<file path="config.mk">
export PLATFORM = sky130hd
export DESIGN_NAME = tmr_src_sel
export DESIGN_NICKNAME = d
export VERILOG_FILES = /design/src/rtl/tmr_src_sel.sv
export SDC_FILE = /design/constraint.sdc
export NUM_CORES = 1
export LEC_CHECK = 0
export BUFFER_PORTS_ARGS = -buffer_cell sky130_fd_sc_hd__buf_2
export CORE_AREA = 4 4 41 43
export CTS_CLUSTER_DIAMETER = 150
export CTS_CLUSTER_SIZE = 24
export DETAILED_ROUTE_END_ITERATION = 10
export DIE_AREA = 0 0 45 47
export GPL_TIMING_DRIVEN = 0
export PLACE_DENSITY_LB_ADDON = 0.15
export SYNTH_ARGS = -nofsm -noshare
export SYNTH_HDL_FRONTEND = slang
export SYNTH_SLANG_ARGS = --single-unit
export TNS_END_PERCENT = 1
</file>
<file path="constraint.sdc">
create_clock -name clk -period 2.9 [get_ports clk]
set_input_delay 0.145 -clock clk [delete_from_list [all_inputs] [get_ports clk]]
set_output_delay 0.145 -clock clk [all_outputs]
set_load 0.05 [all_outputs]
</file>
<file path="src/rtl/tmr_src_sel.sv">
module tmr_src_sel #(
  parameter int TAP_LG0  = 3,
  parameter int TAP_LG1  = 6,
  parameter int TAP_LG2  = 8,
  parameter int TAP_LG3  = 10,
  parameter int SYNC_LEN = 2
) (
  input  logic       clk,
  input  logic       rst,
  input  logic [2:0] src_sel,
  input  logic       ext_pin,
  output logic       cnt_en
);
  localparam int PRE_W = TAP_LG3;

  function automatic int tap_lg(input int i);
    case (i)
      0:       return TAP_LG0;
      1:       return TAP_LG1;
      2:       return TAP_LG2;
      default: return TAP_LG3;
    endcase
  endfunction

  logic [PRE_W-1:0]  pre_q;
  logic [3:0]        tap;
  logic [SYNC_LEN:0] pin_sh;
  logic              pin_now, pin_old, edge_rise, edge_fall;
  logic              hit;

  always_ff @(posedge clk) begin
    if (rst) pre_q <= '0;
    else     pre_q <= pre_q + 1'b1;
  end

  for (genvar i = 0; i < 4; i++) begin : g_tap
    assign tap[i] = &pre_q[tap_lg(i)-1:0];
  end

  always_ff @(posedge clk) begin
    if (rst) pin_sh <= '0;
    else     pin_sh <= {pin_sh[SYNC_LEN-1:0], ext_pin};
  end

  assign pin_now   = pin_sh[SYNC_LEN-1];
  assign pin_old   = pin_sh[SYNC_LEN];
  assign edge_rise = pin_now & ~pin_old;
  assign edge_fall = ~pin_now & pin_old;

  always_comb begin
    case (src_sel)
      3'b001:  hit = 1'b1;
      3'b010:  hit = tap[0];
      3'b011:  hit = tap[1];
      3'b100:  hit = tap[2];
      3'b101:  hit = tap[3];
      3'b110:  hit = edge_fall;
      3'b111:  hit = edge_rise;
      default: hit = 1'b0;
    endcase
  end

  always_ff @(posedge clk) begin
    if (rst) cnt_en <= 1'b0;
    else     cnt_en <= hit;
  end

  a_r1_stopped: assert property (@(posedge clk) disable iff (rst)
    ($past(src_sel) == 3'b000) |-> !cnt_en);

  a_r2_every_cycle: assert property (@(posedge clk) disable iff (rst)
    ($past(src_sel) == 3'b001 && !$past(rst)) |-> cnt_en);

  a_r3_div8_phase: assert property (@(posedge clk) disable iff (rst)
    (cnt_en && $past(src_sel) == 3'b010) |-> (pre_q[TAP_LG0-1:0] == '0));

  a_r3_div1024_phase: assert property (@(posedge clk) disable iff (rst)
    (cnt_en && $past(src_sel) == 3'b101) |-> (pre_q == '0));

  a_r6_rise_single: assert property (@(posedge clk) disable iff (rst)
    (cnt_en && $past(src_sel) == 3'b111 && src_sel == 3'b111) |=> !cnt_en);

  a_r6_fall_single: assert property (@(posedge clk) disable iff (rst)
    (cnt_en && $past(src_sel) == 3'b110 && src_sel == 3'b110) |=> !cnt_en);
endmodule

</file>
# Yosys cells after proc, flatten, opt, wreduce, memory -nomap -nowiden
# Index checks and enable logic that the tools add are counted.
dict set report totals {
  input_bits 6
  register_bits 14
}
dict set report op_classes {
  n_addsub 1
  n_reduce_logical 4
  eq_ne 7
  muxes 1
  n_bitwise 4
}
# op n
set ops {}
lappend ops {{$eq 3x3->1 const B} 4}
lappend ops {{$add 10x1->10 const B} 1}
lappend ops {{$reduce_and 10->1} 1}
lappend ops {{$reduce_and 8->1} 1}
lappend ops {{$pmux 1 s7} 1}
lappend ops {{$eq 3x2->1 const B} 2}
lappend ops {{$reduce_and 6->1} 1}
lappend ops {{$eq 3x1->1 const B} 1}
lappend ops {{$reduce_and 3->1} 1}
lappend ops {{$and 1x1->1} 2}
lappend ops {{$not 1->1} 2}

# Depth between registers and ports, before layout
dict set report depth {
  ltp_word 3
  depth_mapped 6
  mapped_depth_nobuf 6
}

# Least setup slack after synthesis
# No wires, ideal clock.
dict set report synth_timing {
  kind {register to register}
  from {register pre_q[0]}
  to {register cnt_en}
  t_arrival_ns 1.339
  stages_incl_launch_ff 7
  setup_ns 0.134
  path_slack_ns 1.427
  path_cell_list {dfxtp_1 -> ha_1 -> ha_1 -> a21oi_1 -> nor2_1 -> a2111oi_1 -> nor4_1}
}
dict set report synth_via {
  elab_chain_len 2
}
# element line_no
set synth_lines {}
lappend synth_lines {{from (decl)} 25} ;# logic [PRE_W-1:0] pre_q;
lappend synth_lines {{from (signal assigned)} 33} ;# else pre_q <= pre_q + 1'b1;
lappend synth_lines {{$reduce_and 10->1, or another cell as far along} 37} ;# assign tap[i] = &pre_q[tap_lg(i)-1:0];
lappend synth_lines {{$pmux 1 s7 *} 51} ;# case (src_sel)
lappend synth_lines {{to (signal assigned)} 65} ;# else cnt_en <= hit;
lappend synth_lines {{to (decl)} 12} ;# output logic cnt_en
# Every way passes the cells marked *; elsewhere a longest branch is shown, timed or not.
# A chain may end at the register's enable or synchronous reset.

# Final worst setup path
# Same ends and word-level chain as after synthesis.

==> results.md <==
- Vias in the first global route: approximately 370
- Register area: about 280 um^2
- Drt total wl: just under 1000 um
- P per Cell Area: slightly above 500 nW/um^2
- Setup ws final: between 1 and 1.5 ns
- GRT Util Overall: 0.1048
- Setup CP Type: reg -> reg
- Mux cell area share after synthesis: 0
- Synth warnings: 0
- WL/cell: 11.05 um
- Post-synthesis cell type count: 21
- Fin nets: around 80
- Die W: around 45 um
- Core area: between 1000 and 1500 um^2
- Area growth syn-to-layout: 12.34%
- Grt total ovfl: 0
- Clock Root Buffer: clkbuf_4
- Ports: 7
- Post-route insts no fill: 87
- Fin area: 649.4 um^2
- CTS HTree Levels: 1
- Min cycle time layout: between 1.5 and 2 ns
- Fin util: 0.4990
- Fin Clk Skew: roughly 0.0048 ns
- XOR/XNOR share of the synthesized area: 0.09091
- First-pass GRT wire length: 1580 um
- DP Worst Slack: ~1.3 ns
- Area of the multi-input gates: ~290 um^2
- Via Count: 450
- Final Wtd Congestion: between 0.7 and 0.8
- CP Capture Type: flop
- Initial antenna violation count: 0
- Die Ht: between 40 and 50 um
- Largest family of logic cells by synthesized area: simple AND/OR/NAND/NOR gates
- Final hold vios: 0
- Clock latency on the worst-skew pair: 0.27 ns
- Synth Area in Simple Gates: 0.2922
- Hold buffer count at CTS: 0
- Starting density of the core: 0.4442
- Slew HR: 0.6930
- Antenna Cells: 0
- Post-Syn Nets: between 70 and 80
- Clock tree buffer depth: 2
- Tcrit/Tclk final: 0.5541
- # setup viols final: 0
- Netlist Area Pre-Place: slightly below 600 um^2
- Fmax: 622.4 MHz
- Post-Syn Area per Cell: around 9 um^2
- Total setup buffers inserted after CTS: 0
- Largest net degree at the start of global routing: 11
- Register area share after synthesis: 0.4848
- Drt drc: 0
- Cells after synthesis: 63
- Worst slew pin tran: between 0.4 and 0.5 ns
- Clock sink total: 14
- Post-synthesis register bit count: 14
- Proportion of layout cells with a drive suffix above 1: 0.1389
- DR vias/cell: between 5 and 6
- Nature of the critical path startpoint: flop
- Rows: 13
- CTS Buf Count: 3
- Compound-cell area share of the yosys netlist: 0.07576
- Worst EP required: between 3 and 4 ns
- Max FO, Critical Path: 5
- Leak: between 0.2 and 0.25 nW
- Unrepaired setup endpoints after global routing: no
- I/O Buffers: 6
- Worst hold path class: in -> reg
- Status: completed
- Placed insts: 84
- Worst-path clk slew: around 0.080 ns
- Placed cell area: 626.9 um^2
- Initial DRC count: 5
- Arrival @ worst endpoint: between 1.5 and 2 ns
- Peak supply drop: 279.9 uV
- CTS-repair resized insts: 0
- Max Transition Viols Final: 0
- ANT nets after route: 0
- Setup TNS Final: 0 ns
- Adder-cell area share of the yosys netlist: 0.04329
- First drt pass iteration count: 4
- Fill cells: between 100 and 150
- HPWL Detailed: 698.8 um
- CTS tree: built
- Die Area: 2115 um^2
- Max_cap viols: 0
area by class of cell:
cell class / count / share of cell area
flip-flops and latches: 14 / 0.4316
repair buffers: 6 / 0.04624
clock buffers: 3 / 0.03468
well taps: 15 / 0.02890
inverters: 1 / 0.005780
plain buffers: 1 / 0.005780
multi-input cells: 47 / 0.4470
through the flow:
step	total power (W)	hold WS, ns
4_1_cts	0.0003376	0.07426
5_1_grt	0.0003521	0.07092
3_3_place_gp	0.0002323	0.3527
2_1_floorplan	0.0002216	0.2166
3_5_place_dp	0.0002326	0.3602
6_report	0.0003312	0.07716
worst max-delay path: stages, from the launching register on:
cell	delay (ns)
dfxtp_1	0.36
ha_1	0.26
ha_1	0.21
a21oi_1	0.14
nor2_1	0.05
a2111oi_1	0.36
nor4_1	0.10
synth_stat cells:
| library cell | number | area share |
|---|---|---|
| dfxtp_1 | 14 | 0.48 |
| nor2_1 | 9 | 0.058 |
| nand3_1 | 5 | 0.043 |
| nor2b_1 | 5 | 0.054 |
| a21oi_1 | 4 | 0.035 |
| nand2_1 | 4 | 0.026 |
| xnor2_1 | 3 | 0.045 |
| xor2_1 | 3 | 0.045 |
| and3_1 | 2 | 0.022 |
| ha_1 | 2 | 0.043 |
| nor3_1 | 2 | 0.017 |
| a2111oi_1 | 1 | 0.017 |
| a311oi_1 | 1 | 0.015 |
| clkbuf_1 | 1 | 0.0065 |
| inv_1 | 1 | 0.0065 |
| nand4_1 | 1 | 0.011 |
| nor3b_1 | 1 | 0.013 |
| nor4_1 | 1 | 0.011 |
| nor4b_2 | 1 | 0.026 |
| o21ai_0 | 1 | 0.0086 |
| or3_1 | 1 | 0.011 |
sequential cells by signal (all words and copies together) (netlist names):
signal and cells:
pre_q 10, pin_sh 3, cnt_en 1
routing by layer:
layer	wire, um	vias to the layer above	global-route usage
met5	0	-	0
met4	0	0	0.01754
met3	78	0	0.05747
met2	396	11	0.1582
met1	486	199	0.1336
li1	-	240	-
where the power goes:
| group | leakage, nW | internal, W | switching (W) |
|---|---|---|---|
| Combinational | 0.122 | 0.0000104 | 0.0000142 |
| Clock | 0.0138 | 0.0000480 | 0.0000555 |
| Sequential | 0.114 | 0.000198 | 0.00000501 |
logic make-up after synthesis:
| kind of cell | count (synthesis) |
|---|---|
| AOI/OAI and AO/OA | 7 |
| xor gates and xnor gates | 6 |
| adders and majority gates | 2 |
| buffers and inverters | 2 |
| DFF | 14 |
| and+or+nand+nor | 32 |
cells in the final DEF (no fill, tap or decap):
| cell | synthesis | routed |
|---|---|---|
| inv_1 | 1 | 1 |
| ha_1 | 2 | 2 |
| nor2b_1 | 5 | 5 |
| nor2_1 | 9 | 9 |
| o21ai_0 | 1 | 1 |
| nor3_1 | 2 | 2 |
| a311oi_1 | 1 | 1 |
| nand3_1 | 5 | 5 |
| a2111oi_1 | 1 | 1 |
| xnor2_1 | 3 | 3 |
| dfxtp_1 | 14 | 14 |
| or3_1 | 1 | 1 |
| buf_2 | 0 | 6 |
| xor2_1 | 3 | 3 |
| clkbuf_4 | 0 | 3 |
| nor4b_2 | 1 | 1 |
| and3_1 | 2 | 2 |
| clkbuf_1 | 1 | 1 |
| nand4_1 | 1 | 1 |
| a21oi_1 | 4 | 4 |
| nor3b_1 | 1 | 1 |
| nor4_1 | 1 | 1 |
| nand2_1 | 4 | 4 |
final timing paths:
kind	startpoint	to	slack, ns	cells after the start
setup / recovery	pre_q[0]	cnt_en	1.29	6
hold / removal	rst	pin_sh[1]	0.08	2
setup reg to reg	pre_q[0]	cnt_en	1.29	6
hold reg to reg	pin_sh[0]	pin_sh[1]	0.43	1
Note: power is estimated with default switching activity, not from simulation.
